`src/rtl/usb_oep_pkg.sv`:
```
package usb_oep_pkg;

    typedef enum logic [1:0] {
        DEC_ACCEPT = 2'd0,
        DEC_NAK    = 2'd1,
        DEC_STALL  = 2'd2,
        DEC_DROP   = 2'd3
    } dec_e;

    localparam int BIT_RDY  = 0;
    localparam int BIT_OVR  = 1;
    localparam int BIT_SSTL = 2;
    localparam int BIT_FSTL = 3;
    localparam int BIT_ISO  = 4;
    localparam int BIT_DERR = 5;
    localparam int NUM_BITS = 6;

    typedef struct packed {
        logic derr;
        logic iso;
        logic fstl;
        logic sstl;
        logic ovr;
        logic rdy;
    } flags_t;

    typedef struct packed {
        logic valid;
        dec_e code;
        logic set_rdy;
        logic set_ovr;
        logic set_fstl;
        logic set_derr;
    } verdict_t;

endpackage

```
`src/rtl/usb_oep_bus_if.sv`:
```
module usb_oep_bus_if #(
    parameter int          ADDR_W   = 8,
    parameter int          DATA_W   = 8,
    parameter logic [7:0]  CSR_ADDR = 8'h8B
) (
    input  logic [ADDR_W-1:0] bus_addr,
    input  logic              bus_wr,
    input  logic [DATA_W-1:0] bus_wdata,
    input  logic [DATA_W-1:0] csr_word,
    output logic              wr_hit,
    output logic [DATA_W-1:0] wr_data,
    output logic [DATA_W-1:0] bus_rdata
);
    localparam logic [ADDR_W-1:0] MATCH = ADDR_W'(CSR_ADDR);

    logic addr_hit;

    always_comb begin
        addr_hit  = (bus_addr == MATCH);
        wr_hit    = addr_hit && bus_wr;
        wr_data   = wr_hit ? bus_wdata : '0;
        bus_rdata = addr_hit ? csr_word : '0;
    end
endmodule

```
`src/rtl/usb_oep_decide.sv`:
```
module usb_oep_decide
    import usb_oep_pkg::*;
(
    input  logic     rx_end,
    input  logic     rx_crc_err,
    input  logic     rx_too_long,
    input  logic     rx_proto_err,
    input  flags_t   cur,
    output verdict_t verdict
);
    always_comb begin
        verdict       = '0;
        verdict.code  = DEC_ACCEPT;
        verdict.valid = rx_end;
        if (rx_end) begin
            if (cur.sstl) begin
                verdict.code = DEC_STALL;
            end else if (rx_too_long || rx_proto_err) begin
                verdict.code     = DEC_STALL;
                verdict.set_fstl = 1'b1;
            end else if (cur.iso) begin
                if (cur.rdy) begin
                    verdict.code    = DEC_DROP;
                    verdict.set_ovr = 1'b1;
                end else begin
                    verdict.code     = DEC_ACCEPT;
                    verdict.set_rdy  = 1'b1;
                    verdict.set_derr = rx_crc_err;
                end
            end else if (rx_crc_err) begin
                verdict.code = DEC_DROP;
            end else if (cur.rdy) begin
                verdict.code = DEC_NAK;
            end else begin
                verdict.code    = DEC_ACCEPT;
                verdict.set_rdy = 1'b1;
            end
        end
    end
endmodule

```
`src/rtl/usb_oep_flags.sv`:
```
module usb_oep_flags
    import usb_oep_pkg::*;
#(
    parameter int DATA_W = 8
) (
    input  logic              clk,
    input  logic              rst_n,
    input  logic              wr_hit,
    input  logic [DATA_W-1:0] wr_data,
    input  logic              flush,
    input  verdict_t          verdict,
    output flags_t            flags_q
);
    flags_t flags_d;

    always_comb begin
        flags_d = flags_q;
        // software side: direct bits and write-one-to-clear bits
        if (wr_hit) begin
            flags_d.sstl = wr_data[BIT_SSTL];
            flags_d.iso  = wr_data[BIT_ISO];
            if (wr_data[BIT_RDY])  flags_d.rdy  = 1'b0;
            if (wr_data[BIT_OVR])  flags_d.ovr  = 1'b0;
            if (wr_data[BIT_FSTL]) flags_d.fstl = 1'b0;
            if (wr_data[BIT_DERR]) flags_d.derr = 1'b0;
        end
        if (flush) flags_d.rdy = 1'b0;
        // hardware events applied last so they win
        if (verdict.set_rdy)  flags_d.rdy  = 1'b1;
        if (verdict.set_ovr)  flags_d.ovr  = 1'b1;
        if (verdict.set_fstl) flags_d.fstl = 1'b1;
        if (verdict.set_derr) flags_d.derr = 1'b1;
    end

    always_ff @(posedge clk) begin
        if (!rst_n) flags_q <= '0;
        else        flags_q <= flags_d;
    end
endmodule

```
`src/rtl/usb_out_ep_csr.sv`:
```
module usb_out_ep_csr
    import usb_oep_pkg::*;
#(
    parameter int         ADDR_W   = 8,
    parameter int         DATA_W   = 8,
    parameter logic [7:0] CSR_ADDR = 8'h8B
) (
    input  logic              clk,
    input  logic              rst_n,
    input  logic [ADDR_W-1:0] bus_addr,
    input  logic              bus_wr,
    input  logic [DATA_W-1:0] bus_wdata,
    output logic [DATA_W-1:0] bus_rdata,
    input  logic              ep_flush,
    input  logic              rx_end,
    input  logic              rx_crc_err,
    input  logic              rx_too_long,
    input  logic              rx_proto_err,
    output logic              dec_valid,
    output logic [1:0]        dec_code,
    output logic              stall_req,
    output logic              fifo_flush
);
    localparam int PAD_W = DATA_W - NUM_BITS;

    typedef struct packed {
        logic valid;
        dec_e code;
        logic flush;
    } out_t;

    flags_t            flags_q;
    verdict_t          verdict;
    logic              wr_hit;
    logic [DATA_W-1:0] wr_data;
    logic [DATA_W-1:0] csr_view;
    out_t              out_d;
    out_t              out_q;

    generate
        if (PAD_W > 0) begin : g_pad
            assign csr_view = {{PAD_W{1'b0}}, flags_q};
        end else begin : g_nopad
            assign csr_view = DATA_W'(flags_q);
        end
    endgenerate

    usb_oep_bus_if #(
        .ADDR_W   (ADDR_W),
        .DATA_W   (DATA_W),
        .CSR_ADDR (CSR_ADDR)
    ) u_bus (
        .bus_addr  (bus_addr),
        .bus_wr    (bus_wr),
        .bus_wdata (bus_wdata),
        .csr_word  (csr_view),
        .wr_hit    (wr_hit),
        .wr_data   (wr_data),
        .bus_rdata (bus_rdata)
    );

    usb_oep_decide u_dec (
        .rx_end       (rx_end),
        .rx_crc_err   (rx_crc_err),
        .rx_too_long  (rx_too_long),
        .rx_proto_err (rx_proto_err),
        .cur          (flags_q),
        .verdict      (verdict)
    );

    usb_oep_flags #(
        .DATA_W (DATA_W)
    ) u_flags (
        .clk     (clk),
        .rst_n   (rst_n),
        .wr_hit  (wr_hit),
        .wr_data (wr_data),
        .flush   (ep_flush),
        .verdict (verdict),
        .flags_q (flags_q)
    );

    always_comb begin
        out_d.valid = verdict.valid;
        out_d.code  = verdict.code;
        out_d.flush = ep_flush;
    end

    always_ff @(posedge clk) begin
        if (!rst_n) out_q <= '{valid: 1'b0, code: DEC_ACCEPT, flush: 1'b0};
        else        out_q <= out_d;
    end

    assign dec_valid  = out_q.valid;
    assign dec_code   = out_q.code;
    assign fifo_flush = out_q.flush;
    assign stall_req  = flags_q.sstl;
endmodule

```
`config.mk`:
```
export PLATFORM = sky130hd
export DESIGN_NAME = usb_out_ep_csr
export DESIGN_NICKNAME = d
export VERILOG_FILES = /design/src/rtl/usb_oep_pkg.sv /design/src/rtl/usb_oep_bus_if.sv /design/src/rtl/usb_oep_decide.sv /design/src/rtl/usb_oep_flags.sv /design/src/rtl/usb_out_ep_csr.sv
export SDC_FILE = /design/constraint.sdc
export NUM_CORES = 1
export LEC_CHECK = 0
export CAP_MARGIN = 20
export CORE_UTILIZATION = 25
export DETAILED_ROUTE_END_ITERATION = 10
export GPL_TIMING_DRIVEN = 0
export HOLD_SLACK_MARGIN = 0.12
export PLACE_DENSITY = 0.68
export SYNTH_ARGS = -nofsm -noshare
export SYNTH_HDL_FRONTEND = slang
export SYNTH_SLANG_ARGS = --single-unit
```
`constraint.sdc`:
```
create_clock -name clk -period 2.3 [get_ports clk]
set_clock_uncertainty 0.1 [all_clocks]
set_input_delay 0.46 -clock clk [delete_from_list [all_inputs] [get_ports clk]]
set_output_delay 0.46 -clock clk [all_outputs]
set_load 0.02 [all_outputs]
```
==> results, run 1 <==
- The run finished with clean final reports.
- The worst hold path startpoint is u_flags.flags_q[5].
- The register clock-pin slew on the reported worst setup and hold paths is 60 ps.
- Of the cells placed in the final design, the portion with a size suffix greater than 1 is 22.7%.
- Global routing used 14.5% of the available tracks.
- The CTS buffer count is 3.
- Among all stages on the critical path, the largest delay is contributed by or4b_4.
- The register area is 200 um2.
- The worst hold path depth is 2.
- Dividing the detail-routed via count by the number of cells gives 4.33.
- The die is 47.1 um wide.
- The number of global-route vias before repair is ~480.
- In this run the power density over the cells is 408 nW/um2.
- The number of synthesized register bits is 10.
- The data arrival time of the critical path is 1700 ps.
- The non-filler instance count after layout is 122.
- The top-level I/O count is 37.
- The number of rows created at floorplan is 15.
- In the final routed layout, each cell accounts on average for 11.0 um.
- Summing every instance area after synthesis gives 509 um2.
- The worst register-to-register path begins at u_flags.flags_q[2].
- The first global-routing pass estimated 2.15 mm of wire.
- The die covers 2220 um2.
- The count of nets left with antenna violations once routing finished came out at 0.
- The worst register-to-register path has a depth of 3.
- The number of antenna violations at the first check in global routing is 0.
- The detailed router finished its first iteration with 6 violations.
- The post-synthesis cell count is 61.
- The worst reg2reg path endpoint is u_flags.flags_q[1].
- After routing the design area is 908 um2.
- After filler insertion, the fill cell instance count of the layout stands at 185.
- For the finished layout, the period the worst path requires is 2260 ps.
- The clock tree from TritonCTS is done.
- The synthesized area per cell is 8.35 um2.
- For this run, the top clock speed supported by timing is between 400 and 500 MHz.
- The total congestion overflow after global routing is 0.
- The multi-input combinational cells in the finished layout cover a total of 295 um2.
- The largest net degree at the start of global routing is 11.
- The number of antenna diodes in the final layout is 0.
- Once placement completed, the tool counted placed cells totaling 118.
- The flop-to-flop setup slack is roughly 1100 ps.
- By startpoint and endpoint, the worst setup path is classified as input port to output port.
- The CTS sink count is 10.
- The clock root buffer is clkbuf_4.
- The initial core utilization is 28.0%.
- The area growth from synthesis to layout is 78.4%.
- The maximum resistive drop on vdd is between 0.4 and 0.5 mV.
- Max-cap violations in this run came to 0.
- The number of pins with negative max-slew slack in the final report is 0.
- The hold-critical path endpoint is u_flags.flags_q[5].
- The worst setup path is captured at an output port.
- The routability congestion estimate is ~0.71.
- The number of buffers added to fix hold violations after cts is 0.
- The hold violation count in the final report is 0.
- Before antenna repair, the detailed router went through 4 iterations.
- Walking the worst path, the cells encountered are dlygate4sd2_1, or4b_4, nor2_4, and2_4, buf_6.
- The post-layout total power is 370 uW.
- For this run, the register share of the synthesized area comes to 39.3%.
- In this run the cell area measured after placement is 855 um2.
- In this run the deepest clock path goes through 2 buffers.
- The element type at the critical path start is an input port.
- The total negative slack is 0 ps.
- The kind of cell with the highest combined delay along the critical path is simple AND/OR/NAND/NOR gates.
- The routed via count is ~530.
- The net count of the finished layout is approximately 120.
- The critical path buffer and inverter count is 2.
- The core outline area is 1820 um2.
- The count of cell types in the netlist is 25.
- After detailed routing, the number of remaining DRC violations is 0.
- Setup slack on the critical path of the routed design comes to 41.7 ps.
- The required time at the worst-slack endpoint is 1740 ps.
- Yosys printed 0 warnings.
- In the finished design, the share of the clock period the worst path needs comes to 98.2%.
- The H-tree level count is 1.
- Clock latency on the worst-skew pair, taken at its later pin, is 260 ps.
- The placed wire-length estimate is 1.06 mm.
- The delay of the slowest cell on the worst path is 590 ps.
- Setup violations remaining at the end of the flow were counted as 0.
- Wires add up to 1.35 mm.
- The post-placement worst setup slack is -784 ps.
- Measured along the y axis, the die boundary spans 47.1 um.
- Setup repair after global routing left no endpoint under its margin.
- The tightest min-delay check is of the flip-flop to flip-flop type.
- The biggest fanout along the worst timing path is 5.
- The leakage power is 0.376 nW.
- The total of buffers placed on input and output ports is 31.
## per-layer routing
| layer | wire length [um] | global-route usage (%) | vias up | share of wire, % |
|---|---|---|---|---|
| li1 | - | - | 278 | - |
| met1 | 542 | 17.9 | 228 | 40 |
| met2 | 697 | 24.4 | 22 | 52 |
| met3 | 107 | 6.92 | 0 | 7.9 |
| met4 | 0 | 0 | 0 | 0 |
| met5 | 0 | 0 | - | 0 |
## power by group
group	total [mW]	internal (mW)	switching, mW	leakage (nW)
Clock	0.116	0.0603	0.0557	0.0138
Combinational	0.0744	0.0443	0.0301	0.280
Sequential	0.180	0.178	0.00187	0.0817
## synth_stat cells, drive strengths merged
library cell	number	area, um2
inv	6	22.5
dfxtp	10	200
a31oi	1	6.26
or4b	1	10.0
and2	5	31.3
nand2	11	41.3
nand4b	1	15.0
o22ai	2	12.5
mux2i	2	20.0
nor2b	1	6.26
nor3	4	31.3
buf	3	26.3
o31ai	2	15.0
nand4	1	6.26
nor2	1	3.75
conb	1	3.75
nor4	2	12.5
a21boi	2	15.0
nand2b	1	6.26
nand3b	1	7.51
a21oi	1	5.00
o211ai	1	7.51
clkbuf	1	3.75
## worst max-delay path by stage
stage,start,endpoint,slack (ps),cells past startpoint
after floorplan,bus_addr[5],bus_rdata[0],100,3
after global placement,bus_addr[5],bus_rdata[1],-720,6
after detailed placement,bus_addr[5],bus_rdata[1],-780,6
after CTS,bus_addr[4],bus_rdata[1],4,6
after global routing,bus_addr[4],bus_rdata[1],10,5
final,bus_addr[4],bus_rdata[4],40,5
## cell families after synthesis
kind of cell / count (synthesis) / synth area share, %
AOI/OAI and AO/OA: 9 / 12.0
muxes: 2 / 3.93
and+or+nand+nor: 29 / 33.7
other: 1 / 0.736
buffers and inverters: 10 / 10.3
DFF: 10 / 39.3
## area by class of cell
type	count	area share, %
Clock buffer	3	2.48
Sequential cell	10	22.0
Timing Repair Buffer	33	35.0
Inverter	6	2.48
Tap cell	25	3.44
Buffer	3	2.07
Multi-Input combinational cell	42	32.5
## cells in the final DEF (no fill, tap or decap), types with 2 or more instances in the layout
master and instances:
and2_4 4, dfxtp_1 10, buf_4 5, mux2i_1 2
nor4_1 2, inv_1 6, a21boi_0 2, conb_1 2
clkbuf_4 3, o31ai_1 2, nand2_1 11, clkdlybuf4s50_1 21
o22ai_1 2, nor3_1 2, dlygate4sd2_1 4, buf_6 4
## flip-flops by register name (all words and copies together), names as in the netlist
signal / cells
fifo_flush: 1
u_flags.flags_q: 6
dec_code: 2
dec_valid: 1
## timing repair
action / CTS / global route
endpoints found under the setup margin: 6 / 5
setup buffers: 2 / 0
resized for setup: 47 / 1
pin swaps: 3 / 1
hold endpoints to repair: 0 / 0
## per-stage QoR
step	hold slack (ps)	utilization [%]
after floorplan	343	-
after global placement	359	46.9
after CTS	380	50.0
after detailed placement	367	46.9
final	379	49.9
after global routing	388	49.9
## worst min-delay path: stages, from the launching register on
cell	delay [ps]
dfxtp_1	310
o31ai_1	50
a21boi_0	70
No activity file was read; power rests on OpenSTA's default activity.
==> inputs of run 2 (changes only) <==
MAX_ROUTING_LAYER = met4   (was not set)
==> results of run 2 <==
No change in the layout: final DEF, timing and power equal those of run 1.
Main changes from that run: final weighted congestion in routability-driven placement 0.714 -> 0.722; overall routing resource usage 14.5% -> 14.9%
